`src/rtl/cpb_pkg.sv`:
```
package cpb_pkg;
    localparam int CNT_W   = 32;
    localparam int DELTA_W = 4;

    typedef enum logic [1:0] {
        WID_BYTE = 2'd0,
        WID_HALF = 2'd1,
        WID_WORD = 2'd2,
        WID_WALT = 2'd3
    } width_e;

    typedef enum logic [1:0] {
        SRC_LINE = 2'd0,
        SRC_500  = 2'd1,
        SRC_2000 = 2'd2,
        SRC_EXT  = 2'd3
    } src_e;

    typedef struct packed {
        logic [CNT_W-1:0] value;
        width_e           width;
    } cnt_state_t;

    function automatic logic [CNT_W-1:0] field_mask(width_e w);
        case (w)
            WID_BYTE: field_mask = CNT_W'(32'h0000_00FF);
            WID_HALF: field_mask = CNT_W'(32'h0000_FFFF);
            default:  field_mask = '1;
        endcase
    endfunction

    function automatic logic [CNT_W-1:0] apply_modify(logic [CNT_W-1:0] v,
                                                     logic [DELTA_W-1:0] d,
                                                     width_e w);
        logic [CNT_W-1:0] ext;
        logic [CNT_W-1:0] sum;
        logic [CNT_W-1:0] m;
        ext = {{(CNT_W-DELTA_W){d[DELTA_W-1]}}, d};
        sum = v + ext;
        m   = field_mask(w);
        apply_modify = (sum & m) | (v & ~m);
    endfunction

    function automatic logic field_is_zero(logic [CNT_W-1:0] v, width_e w);
        field_is_zero = ((v & field_mask(w)) == '0);
    endfunction
endpackage

```
`src/rtl/cpb_tick_sync.sv`:
```
module cpb_tick_sync #(
    parameter int N_SRC = 6
) (
    input  logic             clk,
    input  logic             rst,
    input  logic [N_SRC-1:0] raw,
    output logic [N_SRC-1:0] rise
);
    logic [N_SRC-1:0] meta_q, sync_q, prev_q;

    always_ff @(posedge clk) begin
        if (rst) begin
            meta_q <= '0;
            sync_q <= '0;
            prev_q <= '0;
        end else begin
            meta_q <= raw;
            sync_q <= meta_q;
            prev_q <= sync_q;
        end
    end

    assign rise = sync_q & ~prev_q;

    for (genvar g = 0; g < N_SRC; g++) begin : g_chk
        AST_EDGE_GAP: assert property (@(posedge clk) disable iff (rst)
            rise[g] |=> !rise[g]);
    end
endmodule

```
`src/rtl/cpb_counter.sv`:
```
module cpb_counter
    import cpb_pkg::*;
(
    input  logic               clk,
    input  logic               rst,
    input  logic               step,
    input  logic [DELTA_W-1:0] delta,
    input  logic               load,
    input  logic [CNT_W-1:0]   load_val,
    input  width_e             load_width,
    output logic [CNT_W-1:0]   value,
    output logic               pulse,
    output logic               zero
);
    cnt_state_t       st_q;
    logic [CNT_W-1:0] next_val;

    assign next_val = apply_modify(st_q.value, delta, st_q.width);
    assign value    = st_q.value;

    always_ff @(posedge clk) begin
        if (rst) begin
            st_q.value <= '0;
            st_q.width <= WID_WORD;
            pulse      <= 1'b0;
            zero       <= 1'b0;
        end else begin
            pulse <= step;
            zero  <= 1'b0;
            if (load) begin
                st_q.value <= load_val;
                st_q.width <= load_width;
            end else if (step) begin
                st_q.value <= next_val;
                zero       <= field_is_zero(next_val, st_q.width);
            end
        end
    end

    AST_LOAD_WRITES: assert property (@(posedge clk) disable iff (rst)
        load |=> value == $past(load_val));
    AST_LOAD_NO_ZERO: assert property (@(posedge clk) disable iff (rst)
        load |=> !zero);
    AST_IDLE_HOLD: assert property (@(posedge clk) disable iff (rst)
        (!load && !step) |=> $stable(value));
    AST_ZERO_SINGLE: assert property (@(posedge clk) disable iff (rst)
        zero |=> !zero);
    AST_ZERO_WITH_PULSE: assert property (@(posedge clk) disable iff (rst)
        zero |-> pulse);
    AST_ZERO_FIELD: assert property (@(posedge clk) disable iff (rst)
        zero |-> field_is_zero(st_q.value, st_q.width));
endmodule

```
`src/rtl/cpb_bank.sv`:
```
module cpb_bank
    import cpb_pkg::*;
#(
    parameter int N_CNT = 4
) (
    input  logic                       clk,
    input  logic                       rst,
    input  logic                       line_tick,
    input  logic                       tick_500,
    input  logic                       tick_2000,
    input  logic [N_CNT-2:0]           ext_tick,
    input  logic [2*(N_CNT-1)-1:0]     src_sel,
    input  logic [DELTA_W*N_CNT-1:0]   delta,
    input  logic [N_CNT-1:0]           load_en,
    input  logic [CNT_W-1:0]           load_val,
    input  logic [1:0]                 load_width,
    output logic [N_CNT-1:0]           pulse_irq,
    output logic [N_CNT-1:0]           zero_irq,
    output logic [CNT_W*N_CNT-1:0]     cnt_value
);
    localparam int N_SEL   = N_CNT - 1;
    localparam int N_SRC   = 3 + N_SEL;
    localparam int IDX_LN  = 0;
    localparam int IDX_500 = 1;
    localparam int IDX_2K  = 2;
    localparam int IDX_EXT = 3;

    logic [N_SRC-1:0] raw_src, rise;
    logic [N_CNT-1:0] step;

    assign raw_src = {ext_tick, tick_2000, tick_500, line_tick};

    cpb_tick_sync #(.N_SRC(N_SRC)) u_sync (
        .clk (clk),
        .rst (rst),
        .raw (raw_src),
        .rise(rise)
    );

    for (genvar i = 0; i < N_CNT; i++) begin : g_cnt
        if (i < N_SEL) begin : g_sel
            src_e sel;
            assign sel = src_e'(src_sel[2*i +: 2]);
            always_comb begin
                case (sel)
                    SRC_LINE: step[i] = rise[IDX_LN];
                    SRC_500:  step[i] = rise[IDX_500];
                    SRC_2000: step[i] = rise[IDX_2K];
                    default:  step[i] = rise[IDX_EXT + i];
                endcase
            end
        end else begin : g_fixed
            assign step[i] = rise[IDX_500];
        end

        cpb_counter u_cnt (
            .clk       (clk),
            .rst       (rst),
            .step      (step[i]),
            .delta     (delta[DELTA_W*i +: DELTA_W]),
            .load      (load_en[i]),
            .load_val  (load_val),
            .load_width(width_e'(load_width)),
            .value     (cnt_value[CNT_W*i +: CNT_W]),
            .pulse     (pulse_irq[i]),
            .zero      (zero_irq[i])
        );
    end
endmodule

```
`config.mk`:
```
export PLATFORM = sky130hd
export DESIGN_NAME = cpb_bank
export DESIGN_NICKNAME = d
export VERILOG_FILES = /design/src/rtl/cpb_pkg.sv /design/src/rtl/cpb_tick_sync.sv /design/src/rtl/cpb_counter.sv /design/src/rtl/cpb_bank.sv
export SDC_FILE = /design/constraint.sdc
export NUM_CORES = 1
export LEC_CHECK = 0
export BUFFER_PORTS_ARGS = -buffer_cell sky130_fd_sc_hd__buf_2
export CAP_MARGIN = 25
export CORE_ASPECT_RATIO = 0.5
export CORE_MARGIN = 2
export CORE_UTILIZATION = 60
export DETAILED_ROUTE_END_ITERATION = 7
export PLACE_DENSITY = 0.85
export SLEW_MARGIN = 30
export SYNTH_ARGS = -nofsm -noshare
export SYNTH_HDL_FRONTEND = slang
export SYNTH_HIERARCHICAL = 1
export SYNTH_SLANG_ARGS = --single-unit
```
`constraint.sdc`:
```
create_clock -name clk -period 3.8 [get_ports clk]
set_clock_uncertainty 0.1 [all_clocks]
set_input_delay 0.19 -clock clk [delete_from_list [all_inputs] [get_ports clk]]
set_output_delay 0.19 -clock clk [all_outputs]
set_load 0.1 [all_outputs]
```
== After elaboration in Yosys (flattened, before gate mapping) ==
Index checks and enable logic that the tools add are counted.
W data, S select, Z words.

* Register bits after elaboration: 162
* Bits in latches: 0
* RAM bits: 0
* Memory bits (read-only): 0
* Bits of input ports: 68
* Output and inout port bits: 136
* Word-level logic and storage cells: 105
* Memories: 0

* Add/subtract/negate cells: 4
* Multipliers: 0
* Div/mod/pow operators: 0
* Order comparisons: 0
* Eq/ne operators: 10
* Shift-type cells: 0
* Multiplexer cells: 27
* Bitwise logic cells: 26
* Reductions and logical operators: 19

{| class="wikitable"
|+ Operator list
! cell !! number
|-
| $mux W32 || 20
|-
| $and A32 B32 Y32 || 12
|-
| $pmux W32 S2 || 4
|-
| $add A32 B32 Y32 || 4
|-
| $logic_not A32 Y1 || 4
|-
| $not A32 Y32 || 4
|-
| $or A32 B32 Y32 || 4
|-
| $eq A2 B1 Y1 const B || 7
|-
| $logic_not A2 Y1 || 7
|-
| $reduce_or A3 Y1 || 4
|-
| $pmux W1 S3 || 3
|-
| $reduce_bool A2 Y1 || 4
|-
| $and A6 B6 Y6 || 1
|-
| $eq A2 B2 Y1 const B || 3
|-
| $not A6 Y6 || 1
|-
| $not A1 Y1 || 4
|}

== Depth between registers and ports, before layout ==
* Depth in word-level cells: 8
* Mapped depth: 12
* Depth with buffers taken out: 12

== Hierarchy ==
Netlist, hierarchy kept.

{| class="wikitable"
|+ Modules (own cells, without submodules)
! module !! times used !! cells each !! area an instance (µm²) !! seq. area each (µm²)
|-
| cpb_counter (g_cnt[1].u_cnt ...) || 3 || 527 || 3883.7 || 720.7
|-
| cpb_counter (g_cnt[0].u_cnt) || 1 || 525 || 3824.9 || 720.7
|-
| cpb_tick_sync || 1 || 43 || 526.8 || 360.3
|-
| cpb_bank || 1 || 3 || 67.6 || 0.0
|}

== Worst setup path after synthesis ==
No wires, ideal clock.

* Path type: register to register
* Start: register, netlist name g_cnt[0].u_cnt/value[0]
* End: register g_cnt[0].u_cnt.zero
* Library setup time: 0.103 ns
* Arrival: 3.046 ns
* Required time: 3.597 ns
* Setup slack: 0.551 ns
* Stages on the path, launching flop included: 13
* Path buffers: 0
* Clock period less this slack: 3.249 ns
* Path through: dfxtp_1 ha_1 inv_1 fa_1 and2b_1 o2111ai_2 a2111o_1 a311oi_2 o21ai_0 a222oi_1 and4_1 a41oi_1 a2111oi_2

* Cells in the longest elaborated chain, start to end: 5
* Elaborated cells on any way between the ends: 6
* Those cells by class: add/sub: 1; bitwise: 4; reduce/logical: 1

{| class="wikitable"
|+ RTL lines
! what !! RTL line !! RTL
|-
| $add A32 B32 Y32 || cpb_pkg.sv:39 || <nowiki>sum = v + ext;</nowiki>
|-
| $and A32 B32 Y32 || cpb_pkg.sv:41 || <nowiki>apply_modify = (sum & m) | (v & ~m);</nowiki>
|-
| $or A32 B32 Y32 * || cpb_pkg.sv:41 ||
|-
| $and A32 B32 Y32 * || cpb_pkg.sv:45 || <nowiki>field_is_zero = ((v & field_mask(w)) == '0);</nowiki>
|-
| $logic_not A32 Y1 * || cpb_pkg.sv:45 ||
|-
| end signal: assignment || cpb_counter.sv:35 || <nowiki>zero <= field_is_zero(next_val, st_q.width);</nowiki>
|-
| end: declaration || cpb_counter.sv:13 || <nowiki>output logic zero</nowiki>
|}

Mark *: on every way between the ends. The rest lies on a longest branch, timed or not.
A chain may end at the register's enable or synchronous reset.

== Final worst setup path ==
* Start: register, netlist name g_cnt[0].u_cnt/value[0]
* End: register g_cnt[0].u_cnt.zero

* Cells in the longest elaborated chain, start to end: 5
* Elaborated cells on any way between the ends: 6
* Those cells by class: add/sub: 1; bitwise: 4; reduce/logical: 1

{| class="wikitable"
|+ RTL lines
! what !! RTL line
|-
| $add A32 B32 Y32 || cpb_pkg.sv:39
|-
| $and A32 B32 Y32 || cpb_pkg.sv:41
|-
| $or A32 B32 Y32 * || cpb_pkg.sv:41
|-
| $and A32 B32 Y32 * || cpb_pkg.sv:45
|-
| $logic_not A32 Y1 * || cpb_pkg.sv:45
|}

Marks and branches as above.

==> run_results.csv <==
group,metric,value,unit
die,io_pins,204,
finish,area_growth,7.44,%
finish,final_common_cell,"a21oi_1",
synth,synth-seq-cells,162,
worst_setup_path,reg2reg_slack,0.14,ns
worst_setup_path,worst_setup_path_start_kind,"flip-flop",
synth,ys_warn_count,6,
timing,layout_setup_ws,0.144,ns
timing,max_slew_margin,0.440,
power,cellLeakagePower,7.59,nW
worst_setup_path,regToRegStartpoint,"g_cnt[0].u_cnt/value[0]$_SDFFE_PP0P_",
timing,timing.setup.tns,0,ns
timing,fin_crit_sh,0.962,
worst_setup_path,required,4.05,ns
routing,vias_per_cell,6.56,
finish,fin_nets,2392,
synth,avgSynthCellArea,7.47,µm²
global_route,antenna_found_initial,4,
synth,netlist_area,16100,µm²
global_route,grt_util_all_layers,0.373,
synth,synth_edf_count,0,
timing,fmax,274,MHz
place,dpl.hpwl,40200,µm
finish,layout-drive-gt1-share,0.153,
timing,maxSlewViolCount,0,
finish,layout_common_cells,"a21oi_1 (235), nand2_1 (206), buf_2 (202), nor2_1 (197), dfxtp_1 (162)",
place,place_congestion,0.987,
hold_path,hold_start,"load_val[29]",
synth,ys_types,80,
synth,async_flop_share,0,
synth,ys_top_cells_by_area,"dfxtp_1 (20%), ha_1 (9.7%), a21oi_1 (7.3%), buf_4 (6.0%), nand2_1 (4.8%)",
hold_path,worstHoldPathType,"in2reg",
place,pre_cts_ws,0.158,ns
routing,wl_per_cell,20.9,µm
routing,drt_iter0_markers,1989,
global_route,grt_overflow,0,
hold_path,whs_endpoint,"g_cnt[0].u_cnt/value[29]$_SDFFE_PP0P_",
timing,post-route-min-period,3.66,ns
finish,num-fill-cells,2395,
routing,num_vias,16818,
timing,worstMarginPinSlew,0.841,ns
worst_setup_path,max_stage_delay,0.49,ns
clocking,numCtsBuffers,17,
timing,setup_viol,0,
timing,rsz0062_at_grt,"no",
synth,yosysTopAreaCellShare,0.202,
clocking,cts_root_buffer,"clkbuf_16",
routing,first_pass_iters,6,
status,status,"finished, final reports clean",
place,port_buffers,203,
clocking,clkSinkCount,162,
worst_setup_path,end_kind,"flip-flop",
worst_setup_path,slowest_stage,"a2111o_1",
clocking,clk_path_buf_depth,2,
global_route,grt_max_degree,47,
die,core-area,26400,µm²
die,die_area,28200,µm²
clocking,clk_pin_slew,0.07,ns
flow_run,cap_violations,0,
worst_setup_path,timing.rr.end,"g_cnt[0].u_cnt/zero$_SDFF_PP0_",
clocking,clk_latency,0.45,ns
synth,netlist_instances,2152,
clocking,cts_tree,"done",
die,core.rowCount,42,
power,vdd.ir_drop.worst,325,µV
synth,yosysSeqAreaShare,0.202,
power,power_density,389,nW/µm²
global_route,grt_pass1_wl,83300,µm
routing,wl,53600,µm
finish,multi_input_area,11200,µm²
global_route,grt_pass1_vias,14914,
synth,synthFlopType,"dfxtp_1",
routing,post-route-drc-count,0,
worst_setup_path,arrival,3.91,ns
synth,yosys.area.top_type,"dfxtp_1",
die,die_x,235,µm
synth,synth_nets,2348,
finish,regArea,3240,µm²
timing,hold_viol,0,
worst_setup_path,crit_fanout,4,
worst_setup_path,cp_cell_sequence,"ha_1, inv_1, fa_1, and2b_1, o2111ai_2, a2111o_1, a311oi_2, o21ai_2, a222oi_1, and4_1, a41oi_1, a2111oi_2",
worst_setup_path,crit_type,"reg2reg",
routing,ant_nets,0,
die,dieHeight,120,µm
hold_path,min_delay_path_depth,3,
die,start_util,0.609,
worst_setup_path,r2r_cells,12,
clocking,htreeDepth,4,
[critical path, delay by kind of cell (launching register included)]
family,cells,cell delay (ns)
AO/OA/AOI/OAI,7,1.89
adder cells (fa/ha/maj),2,0.58
buffers and inverters,1,0.06
flip-flops,1,0.36
AND/OR/NAND/NOR,2,0.56
[registers in the layout, indices dropped and copies added (netlist names)]
register	flops
u_sync/prev_q	6
g_cnt.u_cnt/pulse	4
u_sync/meta_q	6
g_cnt.u_cnt/st_q	8
g_cnt.u_cnt/value	128
g_cnt.u_cnt/zero	4
u_sync/sync_q	6
[area by class of cell]
cell class,instances,area share
diodes,2,0.000290
clock buffers,20,0.0270
clock inverters,12,0.00696
inverters,49,0.0107
multi-input cells,1696,0.650
flip-flops and latches,162,0.188
well taps,352,0.0255
repair buffers,270,0.0913
[cell families (layout without fill, tap and decap cells)]
kind of cell / Yosys count / count (layout) / share of synthesized area
AND/OR/NAND/NOR: 749 / 749 / 0.230
XOR/XNOR: 70 / 70 / 0.0407
buffers and inverters: 294 / 351 / 0.100
flip-flops: 162 / 162 / 0.202
adder cells (fa/ha/maj): 128 / 128 / 0.102
AO/OA/AOI/OAI: 694 / 694 / 0.289
other: 0 / 2 / 0
multiplexers: 55 / 55 / 0.0368
[worst max path at each step]
stage,start,to,cells past startpoint
after floorplan,g_cnt[0].u_cnt/value[0]$_SDFFE_PP0P_,g_cnt[0].u_cnt/zero$_SDFF_PP0_,12
after global placement,delta[3],g_cnt[0].u_cnt/zero$_SDFF_PP0_,11
after detailed placement,delta[3],g_cnt[0].u_cnt/zero$_SDFF_PP0_,11
after CTS,g_cnt[0].u_cnt/value[0]$_SDFFE_PP0P_,g_cnt[0].u_cnt/zero$_SDFF_PP0_,12
after global routing,g_cnt[0].u_cnt/value[0]$_SDFFE_PP0P_,g_cnt[0].u_cnt/zero$_SDFF_PP0_,12
final,g_cnt[0].u_cnt/value[0]$_SDFFE_PP0P_,g_cnt[0].u_cnt/zero$_SDFF_PP0_,12
[stage by stage]
stage / hold WS (ns) / cell area, µm² / cells / power [mW] / util
2_1_floorplan: 0.162 / 16100 / 2152 / 4.34 / -
3_3_place_gp: 0.295 / 16400 / 2505 / 4.85 / 0.623
3_5_place_dp: 0.300 / 16400 / 2505 / 4.87 / 0.623
4_1_cts: 0.00781 / 17200 / 2559 / 6.67 / 0.653
5_1_grt: 0.0282 / 17300 / 2562 / 7.04 / 0.654
6_report: 0.0371 / 17300 / 2563 / 6.72 / 0.654
[cells in the mapped netlist, types with 24 or more instances]
master,instances
buf_4,129
dfxtp_1,162
a211oi_1,50
xor2_1,24
nor3_1,48
a21o_1,36
inv_1,49
a21oi_1,236
mux2i_1,49
and3_1,25
ha_1,124
clkbuf_1,89
o21a_1,24
nand2_1,206
o21ai_0,109
o211ai_1,32
nor2b_1,41
nand4_1,26
nor2_1,197
xnor2_1,43
nand3_1,54
and2_1,26
[power breakdown]
group,switching (mW),internal [mW]
sequential,0.123,1.81
combinational,2.10,0.903
clock,0.817,0.968
total,3.04,3.68
[timing repair]
item | 4_1_cts | 5_1_grt
gates resized for setup | 0 | 4
endpoints found under the hold margin | 53 | 0
endpoints found under the setup margin | 0 | 2
setup buffers | 0 | 2
hold buffers | 22 | 0
[per-layer routing]
| metal | track usage | wire length [µm] | vias to the layer above |
|---|---|---|---|
| met5 | 0 | 0 | - |
| met4 | 0.156 | 2220 | 0 |
| met3 | 0.0978 | 6160 | 133 |
| met2 | 0.549 | 22100 | 895 |
| met1 | 0.518 | 23200 | 7853 |
| li1 | - | - | 7937 |
(Power assumes the default switching activity.)
